`src/rtl/twowire_pkg.sv`:
```
package twowire_pkg;
  typedef enum logic [2:0] {
    ST_IDLE, ST_CTRL, ST_CMD, ST_WDATA, ST_RDATA, ST_SKIP
  } busState_t;

  // strobes from the bus controller to the register datapath
  typedef struct packed {
    logic shiftIn;    // sample one received bit
    logic takeCmd;    // received byte is the command
    logic writeByte;  // received byte is data for the selected register
    logic startRead;  // read transfer accepted, restart byte order
    logic loadTx;     // load next read byte
    logic shiftTx;    // advance to next read bit
  } dpStrobe_t;
endpackage

```
`src/rtl/twowire_regs.sv`:
```
module twowire_regs
  import twowire_pkg::*;
#(
  parameter int VAL_W = 14,
  parameter logic [3:0] CTRL_CODE = 4'b1011,
  parameter logic [7:0] CMD_ADDR = 8'h0D,
  parameter logic [7:0] CMD_RANGE = 8'h37
) (
  input  logic clk,
  input  logic rstN,
  input  dpStrobe_t strobe,
  input  logic sdaBit,
  output logic ctrlMatch,
  output logic ctrlRead,
  output logic txMsb,
  output logic [2:0] devAddr,
  output logic [VAL_W-1:0] rangeVal
);
  localparam int LOW_W = VAL_W - 8;
  localparam int PAD = 8 - LOW_W;

  logic [7:0] rxShift;
  logic [7:0] cmdReg;
  logic [7:0] txShift;
  logic [7:0] readByte;
  logic byteOdd;

  always_comb begin
    readByte = 8'h00;
    if (cmdReg == CMD_ADDR) readByte = {5'b00000, devAddr};
    else if (cmdReg == CMD_RANGE)
      readByte = byteOdd ? {rangeVal[LOW_W-1:0], {PAD{1'b0}}} : rangeVal[VAL_W-1:LOW_W];
  end

  assign ctrlMatch = (rxShift[7:4] == CTRL_CODE) && (rxShift[3:1] == devAddr);
  assign ctrlRead = rxShift[0];
  assign txMsb = txShift[7];

  always_ff @(posedge clk) begin
    if (!rstN) begin
      rxShift <= '0;
      cmdReg <= '0;
      txShift <= '0;
      byteOdd <= 1'b0;
      devAddr <= '0;
      rangeVal <= '0;
    end else begin
      if (strobe.shiftIn) rxShift <= {rxShift[6:0], sdaBit};
      if (strobe.takeCmd) cmdReg <= rxShift;
      if (strobe.takeCmd || strobe.startRead) byteOdd <= 1'b0;
      else if (strobe.writeByte || strobe.loadTx) byteOdd <= ~byteOdd;
      if (strobe.writeByte) begin
        if (cmdReg == CMD_ADDR) devAddr <= rxShift[2:0];
        else if (cmdReg == CMD_RANGE) begin
          if (!byteOdd) rangeVal[VAL_W-1:LOW_W] <= rxShift;
          else rangeVal[LOW_W-1:0] <= rxShift[7:PAD];
        end
      end
      if (strobe.loadTx) txShift <= readByte;
      else if (strobe.shiftTx) txShift <= {txShift[6:0], 1'b0};
    end
  end
endmodule

```
`src/rtl/twowire_ctrl.sv`:
```
module twowire_ctrl
  import twowire_pkg::*;
(
  input  logic clk,
  input  logic rstN,
  input  logic sclIn,
  input  logic sdaIn,
  input  logic ctrlMatch,
  input  logic ctrlRead,
  input  logic txMsb,
  output dpStrobe_t strobe,
  output logic sdaBit,
  output logic sdaOe
);
  logic sclMeta, sclNow, sclPrev;
  logic sdaMeta, sdaNow, sdaPrev;
  busState_t state;
  logic [3:0] bitCnt;
  logic ackPhase, ackDrive, txOn, mAck;

  wire sclRise = sclNow & ~sclPrev;
  wire sclFall = ~sclNow & sclPrev;
  wire startCond = sclNow & sclPrev & sdaPrev & ~sdaNow;
  wire stopCond = sclNow & sclPrev & ~sdaPrev & sdaNow;
  wire active = (state != ST_IDLE) && (state != ST_SKIP);
  wire byteEnd = sclFall && active && !ackPhase && (bitCnt == 4'd8);

  assign sdaBit = sdaNow;
  assign sdaOe = ackDrive | (txOn & ~txMsb);

  always_comb begin
    strobe = '0;
    strobe.shiftIn = sclRise && !ackPhase && (bitCnt < 4'd8) &&
                     (state inside {ST_CTRL, ST_CMD, ST_WDATA});
    strobe.takeCmd = byteEnd && (state == ST_CMD);
    strobe.writeByte = byteEnd && (state == ST_WDATA);
    strobe.startRead = byteEnd && (state == ST_CTRL) && ctrlMatch && ctrlRead;
    strobe.loadTx = sclFall && ackPhase && (state == ST_RDATA) && mAck;
    strobe.shiftTx = sclFall && !ackPhase && (state == ST_RDATA) &&
                     (bitCnt != 4'd0) && (bitCnt < 4'd8);
  end

  always_ff @(posedge clk) begin
    if (!rstN) begin
      {sclMeta, sclNow, sclPrev} <= 3'b111;
      {sdaMeta, sdaNow, sdaPrev} <= 3'b111;
    end else begin
      {sclMeta, sclNow, sclPrev} <= {sclIn, sclMeta, sclNow};
      {sdaMeta, sdaNow, sdaPrev} <= {sdaIn, sdaMeta, sdaNow};
    end
  end

  always_ff @(posedge clk) begin
    if (!rstN) begin
      state <= ST_IDLE;
      bitCnt <= '0;
      ackPhase <= 1'b0;
      ackDrive <= 1'b0;
      txOn <= 1'b0;
      mAck <= 1'b0;
    end else if (startCond || stopCond) begin
      state <= startCond ? ST_CTRL : ST_IDLE;
      bitCnt <= '0;
      ackPhase <= 1'b0;
      ackDrive <= 1'b0;
      txOn <= 1'b0;
    end else if (active) begin
      if (sclRise) begin
        if (ackPhase) mAck <= ~sdaNow;
        else if (bitCnt < 4'd8) bitCnt <= bitCnt + 4'd1;
      end
      if (sclFall) begin
        if (ackPhase) begin
          ackPhase <= 1'b0;
          bitCnt <= '0;
          ackDrive <= 1'b0;
          if (state == ST_RDATA) begin
            txOn <= mAck;
            if (!mAck) state <= ST_SKIP;
          end
        end else if (bitCnt == 4'd8) begin
          ackPhase <= 1'b1;
          txOn <= 1'b0;
          case (state)
            ST_CTRL: begin
              if (ctrlMatch) begin
                ackDrive <= 1'b1;
                mAck <= 1'b1;
                state <= ctrlRead ? ST_RDATA : ST_CMD;
              end else state <= ST_SKIP;
            end
            ST_CMD: begin
              ackDrive <= 1'b1;
              state <= ST_WDATA;
            end
            ST_WDATA: ackDrive <= 1'b1;
            default: ackDrive <= 1'b0;
          endcase
        end
      end
    end
  end
endmodule

```
`src/rtl/twowire_slave.sv`:
```
module twowire_slave
  import twowire_pkg::*;
#(
  parameter int VAL_W = 14,
  parameter logic [3:0] CTRL_CODE = 4'b1011,
  parameter logic [7:0] CMD_ADDR = 8'h0D,
  parameter logic [7:0] CMD_RANGE = 8'h37
) (
  input  logic clk,
  input  logic rstN,
  input  logic sclIn,
  input  logic sdaIn,
  output logic sdaOe,
  output logic [2:0] devAddr,
  output logic [VAL_W-1:0] rangeVal
);
  dpStrobe_t strobe;
  logic sdaBit, ctrlMatch, ctrlRead, txMsb;

  twowire_ctrl uCtrl (
    .clk(clk), .rstN(rstN), .sclIn(sclIn), .sdaIn(sdaIn),
    .ctrlMatch(ctrlMatch), .ctrlRead(ctrlRead), .txMsb(txMsb),
    .strobe(strobe), .sdaBit(sdaBit), .sdaOe(sdaOe)
  );

  twowire_regs #(
    .VAL_W(VAL_W), .CTRL_CODE(CTRL_CODE), .CMD_ADDR(CMD_ADDR), .CMD_RANGE(CMD_RANGE)
  ) uRegs (
    .clk(clk), .rstN(rstN), .strobe(strobe), .sdaBit(sdaBit),
    .ctrlMatch(ctrlMatch), .ctrlRead(ctrlRead), .txMsb(txMsb),
    .devAddr(devAddr), .rangeVal(rangeVal)
  );
endmodule

```
`config.mk`:
```
export PLATFORM = sky130hd
export DESIGN_NAME = twowire_slave
export DESIGN_NICKNAME = d
export VERILOG_FILES = /design/src/rtl/twowire_pkg.sv /design/src/rtl/twowire_regs.sv /design/src/rtl/twowire_ctrl.sv /design/src/rtl/twowire_slave.sv
export SDC_FILE = /design/constraint.sdc
export NUM_CORES = 1
export LEC_CHECK = 0
export ABC_AREA = 1
export BUFFER_PORTS_ARGS = -buffer_cell sky130_fd_sc_hd__buf_2
export CAP_MARGIN = 20
export CORE_MARGIN = 3
export CORE_UTILIZATION = 59
export DETAILED_ROUTE_END_ITERATION = 16
export GPL_TIMING_DRIVEN = 0
export PLACE_DENSITY_LB_ADDON = 0.3
export SYNTH_ARGS = -nofsm -noshare
export SYNTH_HDL_FRONTEND = slang
export SYNTH_HIERARCHICAL = 1
export SYNTH_SLANG_ARGS = --single-unit
```
`constraint.sdc`:
```
create_clock -name clk -period 3.15 [get_ports clk]
set_input_delay 0.315 -clock clk [delete_from_list [all_inputs] [get_ports clk]]
set_output_delay 0.315 -clock clk [all_outputs]
set_load 0.02 [all_outputs]
```
# After elaboration in Yosys (flattened, before gate mapping)
# Index checks and enable logic that the tools add are counted.
[totals]
reg_bits = 59
in_bits = 4
out_inout_bits = 18
[classes]
addsub = 1
magnitude_cmp = 1
eq_ne = 14
mux = 37
n_bitwise = 18
reduce_logical = 44
[ops]
columns = ["cell", "count"]
rows = [
  ["8-bit 2-to-1 mux", 5],
  ["3-bit 2-to-1 mux", 9],
  ["1-bit logical AND", 20],
  ["4-bit 2-to-1 mux", 5],
  ["1-bit 2-to-1 mux", 16],
  ["4-bit AND reduction", 4],
  ["3-bit inequality test (second input constant)", 3],
  ["1-bit NOT", 9],
  ["3-bit nonzero test", 3],
  ["1-bit bitwise AND", 8],
  ["4-bit == test (second input constant)", 2],
  ["8-bit by 4-bit == test with 1-bit output (second input constant)", 1],
  ["8-bit by 6-bit == test with 1-bit output (second input constant)", 1],
  ["2-bit nonzero test", 4],
  ["4-bit nonzero test", 2],
  ["3-bit by 2-bit == test with 1-bit output (second input constant)", 2],
  ["3-bit case mux with 2 select lines", 1],
  ["2-bit AND reduction", 3],
  ["6-bit AND reduction", 1],
  ["2-bit OR reduction", 3],
  ["4-bit by 1-bit adder with 4-bit output (second input constant)", 1],
  ["4-bit < comparator (second input constant)", 1],
  ["3-bit by 1-bit == test with 1-bit output (second input constant)", 1],
  ["3-bit == test", 1],
  ["7 further kinds", 9],
]

# Logic depth before layout (Yosys ltp)
[depth]
word_depth = 10
ltp_mapped = 11

# Modules after synthesis
# The synthesis kept the hierarchy.
[by_module_without_submodules]
columns = ["module", "instances", "cells_per_inst", "area_each_um2", "seq_area_each_um2"]
rows = [
  ["twowire_regs", 1, 256, 1823.0, 840.8],
  ["twowire_ctrl", 1, 138, 962.2, 340.3],
]

# Least setup slack after synthesis
# Ideal clock, no wire load.
[synth_path]
kind = "register -> register"
startpoint = "register uCtrl.bitCnt[0]"
endpoint = "register uRegs.rangeVal[5]"
setup_time_ns = 0.064
t_arrival_ns = 2.214
t_required_ns = 3.086
setup_slack_ns = 0.871
path_stages_with_launch = 11
path_buffers = 0
cell_sequence = "dfxtp_1 -> inv_1 -> ha_1 -> nand3_1 -> nor2_1 -> nand2_1 -> nor4_1 -> nand4_1 -> inv_2 -> o21ai_0 -> nor2_1"
[synth_rtl]
columns = ["item", "line_no", "text"]
rows = [
  ["start, declared", "twowire_ctrl.sv:18", "logic [3:0] bitCnt;"],
  ["start signal, assigned", "twowire_ctrl.sv:70", "else if (bitCnt < 4'd8) bitCnt <= bitCnt + 4'd1;"],
  ["end signal, assigned by index", "twowire_regs.sv:55", "if (!byteOdd) rangeVal[VAL_W-1:LOW_W] <= rxShift;"],
  ["end signal, assigned by index", "twowire_regs.sv:56", "else rangeVal[LOW_W-1:0] <= rxShift[7:PAD];"],
  ["end, declared", "twowire_regs.sv:17", "output logic [VAL_W-1:0] rangeVal"],
]

==> results.md <==
- The run finished with clean final reports.
- The flip-flop and latch count after synthesis is 59.
- In this run the remaining antenna-violating nets after routing total 0.
- The clock reaches the later pin of the worst-skew pair after 0.34 ns.
- The synthesized instance count is 394.
- After routing the design area is 0.003133 mm^2.
- For this run, the number of standard cells in the final layout without fillers is 484.
- The first-pass GRT wire length is 11050 um.
- The layout cell share with drive strength beyond 1 is 16.44%.
- Counting flops with an async set or reset pin after synthesis yields a share of 0%.
- The placed wire-length estimate is 4665 um.
- The vertical extent of the die is 74.71 um.
- The number of max-capacitance violations reported is 0.
- The remaining routing DRC violations is 0.
- The slew at the pin closest to its max-slew limit is 0.5692 ns.
- After synthesis, the netlist uses 37 different library cells.
- The worst-case reg-to-reg path depth is 11.
- The count of port buffers added during placement is 21.
- The fill cell total of the finished layout is 367.
- Along the worst path, the maximum fanout reaches 7.
- The area overhead of the layout relative to synthesis is 12.49%.
- The detailed-routing iteration count for the pre-antenna-repair pass is 6.
- The via total after detailed routing is 2692.
- The total design power is 1.409 mW.
- For this design the ratio of total power to cell area is 449.7 mW/mm^2.
- For the worst setup path, the data required time is 3.43 ns.
- The cell count after placement is 468.
- Of the available clock period, the critical path in the final layout requires 83.42%.
- After the first detailed-routing iteration, the DRC count stood at 262.
- Static timing analysis puts the maximum clock frequency at 380.6 MHz.
- The buffer levels on the longest clock path is 2.
- For this block, the routed nets add up to 6539 um of wire.
- The leakage component of the power is 1.440 nW.
- STA classifies the critical path endpoint as a flop.
- The number of endpoints with negative hold slack in the final report is 0.
- Summed over all instances, the cell type with the most area after synthesis is sky130_fd_sc_hd__dfxtp_1.
- The total overflow left after global routing is 0.
- After synthesis the cells add up to 0.002785 mm^2.
- The tightest min-delay check is of the input port to flop type.
- The post-cts hold buffer count is 0.
- The smallest clock period supported by the final layout is computed as 2.628 ns.
- The maximum level of the CTS H-tree is 3.
- The critical path is of the flop to flop type.
- The clock root buffer is sky130_fd_sc_hd__clkbuf_8.
- The global placer's final weighted congestion is 0.9127.
- After synthesis, the largest area contributor takes up 42.41% of total cell area.
- The die covers 0.005581 mm^2.
- The utilization of the core after routing is 70.50%.
- In the post-synthesis netlist, the biggest area contributors are sky130_fd_sc_hd__dfxtp_1, sky130_fd_sc_hd__nand2_1, sky130_fd_sc_hd__a21oi_1.
- Post-CTS timing repair inserted 0 buffers for setup.
- The share of the Yosys chip area taken by registers is 42.41%.
- The worst-case register-to-register setup slack is 0.52 ns.
- The max-slew violation total from the final report was 0.
- Setup total negative slack on the finished layout was measured at 0 ns.
- The placed instance area is 0.002960 mm^2.
- For this run, the leading register cell type out of synthesis is sky130_fd_sc_hd__dfxtp_1.
- The die extent in x is 74.71 um.
- Counting flops with a built-in enable in the synthesized netlist gives 0.
- Counting instances, the worst hold path has a depth of 2.
- The multi-input combinational cells in the finished layout cover a total of 0.001335 mm^2.
- The number of antenna diodes in the final layout is 0.
- The clock-pin transition on the worst setup and hold timing paths is 0.07 ns.
- Entering global routing, the biggest net connects 11 pins.
- Counting every sink on the clock net gives 59.
- STA puts the critical path data arrival time at 2.91 ns.
- Setup violations remaining at the end of the flow were counted as 0.
- Clock tree synthesis inserted a total of 9 buffers.
- The startpoint type of the worst setup path is a flop.
- The initial cell density of the core is 62.67%.
- The Yosys step of the flow raised 6 warnings.
- The number of placement rows is 24.
- The post-cts gate resize count is 0.
- The largest clock skew in the final design is 0.008321 ns.
- The floorplan step defined a core boundary enclosing 0.004444 mm^2.
- The number of top-level pins is 22.
- The routed wirelength normalized by instance count is 13.51 um.
- The maximum ir drop on the vdd rail is 279.2 uV.
- The mean post-synth cell area is 7.069 um^2.
- Using the TritonRoute via totals, the vias-per-cell ratio works out to 5.562.
- The overall routing resource usage is 25.93%.
- TritonCTS built the clock tree.
- Setup repair after global routing left no endpoint under its margin.
- The initial antenna violation count was 0.
- The final net count is 433.
- The register cell area after layout is 0.001181 mm^2.
- The number of global-route vias before repair is 2445.
- The remaining max-slew budget at the tightest pin is 61.70%.
- When the netlist entered floorplanning its net count stood at 400.
kinds of logic (layout without fill, tap and decap cells):
group           count (synthesis)  in the layout  share of synthesized area (%)
compound gates                 88             88                          16.62
flops                          59             59                          42.41
fa+ha+maj                       2              2                         0.8983
buf+inv                        64            102                          9.659
simple gates                  180            180                          30.10
xor+xnor                        1              1                         0.3145
flip-flops by register name, indices dropped and copies added (netlist names), 3 cells and up:
name	cells
uRegs/rangeVal	14
uRegs/rxShift	8
uRegs/txShift	8
uRegs/devAddr	3
uRegs/cmdReg	8
uCtrl/bitCnt	4
uCtrl/state	3
critical path, stage by stage, from the launching register on:
cell	delay (ns)
sky130_fd_sc_hd__dfxtp_1	0.35
sky130_fd_sc_hd__inv_1	0.07
sky130_fd_sc_hd__ha_1	0.17
sky130_fd_sc_hd__nand3_1	0.12
sky130_fd_sc_hd__nor2_1	0.23
sky130_fd_sc_hd__nand2_1	0.14
sky130_fd_sc_hd__nor4_1	0.46
sky130_fd_sc_hd__buf_2	0.27
sky130_fd_sc_hd__nand4_1	0.34
sky130_fd_sc_hd__inv_2	0.24
sky130_fd_sc_hd__o21ai_0	0.09
sky130_fd_sc_hd__nor2_1	0.08
metrics by stage:
step / setup WS [ns] / hold WS [ns]
3_5_place_dp: 0.6157 / 0.4023
3_3_place_gp: 0.1937 / 0.3959
5_1_grt: 0.2704 / 0.1675
2_1_floorplan: 0.8715 / 0.3839
6_report: 0.5224 / 0.1646
4_1_cts: 0.5869 / 0.1547
where the power goes:
| group | switching [mW] | leakage, nW | internal, mW | total, mW |
|---|---|---|---|---|
| Clock | 0.276 | 0.0905 | 0.327 | 0.603 |
| Sequential | 0.00489 | 0.477 | 0.752 | 0.757 |
| Combinational | 0.0328 | 0.873 | 0.0161 | 0.0489 |
path summary, 6_finish.rpt:
| kind | startpoint | endpoint |
|---|---|---|
| max | uCtrl/bitCnt[0] | uRegs/rangeVal[5] |
| min | sclIn | uCtrl/sclMeta |
| max reg2reg | uCtrl/bitCnt[0] | uRegs/rangeVal[5] |
| min reg2reg | uCtrl/sclMeta | uCtrl/sclNow |
cell usage after synthesis, types with 3 or more instances:
cell                       number
sky130_fd_sc_hd__inv_2          6
sky130_fd_sc_hd__o21ai_0       38
sky130_fd_sc_hd__dfxtp_1       59
sky130_fd_sc_hd__nand4_1        8
sky130_fd_sc_hd__clkbuf_1       5
sky130_fd_sc_hd__a21oi_1       42
sky130_fd_sc_hd__or2_2          4
sky130_fd_sc_hd__inv_1         46
sky130_fd_sc_hd__nand3_1       19
sky130_fd_sc_hd__nand2_4        3
sky130_fd_sc_hd__nor2_2         4
sky130_fd_sc_hd__nand2_2        6
sky130_fd_sc_hd__nand2_1       85
sky130_fd_sc_hd__nor2_1        42
routing by layer:
layer / vias up / track usage, % / wire length (um)
met1: 1229 / 37.02 / 2973
met5: - / 0 / 0
met4: 0 / 11.66 / 123
li1: 1338 / - / -
met2: 113 / 38.73 / 2949
met3: 12 / 4.005 / 493
layout by cell type, fill, tap and decap left out, types with 2 or more instances in the layout:
master and count:
sky130_fd_sc_hd__ha_1 2, sky130_fd_sc_hd__clkinv_2 2, sky130_fd_sc_hd__o21ai_0 38, sky130_fd_sc_hd__nand2_2 6
sky130_fd_sc_hd__clkbuf_1 8, sky130_fd_sc_hd__nand3_1 19, sky130_fd_sc_hd__or2_2 4, sky130_fd_sc_hd__inv_2 6
sky130_fd_sc_hd__nor2_1 42, sky130_fd_sc_hd__o21ai_1 2, sky130_fd_sc_hd__buf_2 24, sky130_fd_sc_hd__nor2_2 4
sky130_fd_sc_hd__inv_1 46, sky130_fd_sc_hd__nand4_1 8, sky130_fd_sc_hd__nand3b_1 2, sky130_fd_sc_hd__nand2_1 85
sky130_fd_sc_hd__clkbuf_8 12, sky130_fd_sc_hd__dfxtp_1 59, sky130_fd_sc_hd__nand2_4 3, sky130_fd_sc_hd__a21oi_1 42
area by class of cell:
cell class                 count  share of cell area (%)
clock inverter                 2                  0.3195
multi-input combinational    271                   42.61
tap                           52                   2.077
inverter                      54                   6.629
timing repair buffer          22                   3.514
sequential                    59                   37.70
buffer                        10                   1.957
clock buffer                  14                   5.192
No activity file was read; power rests on OpenSTA's default activity.
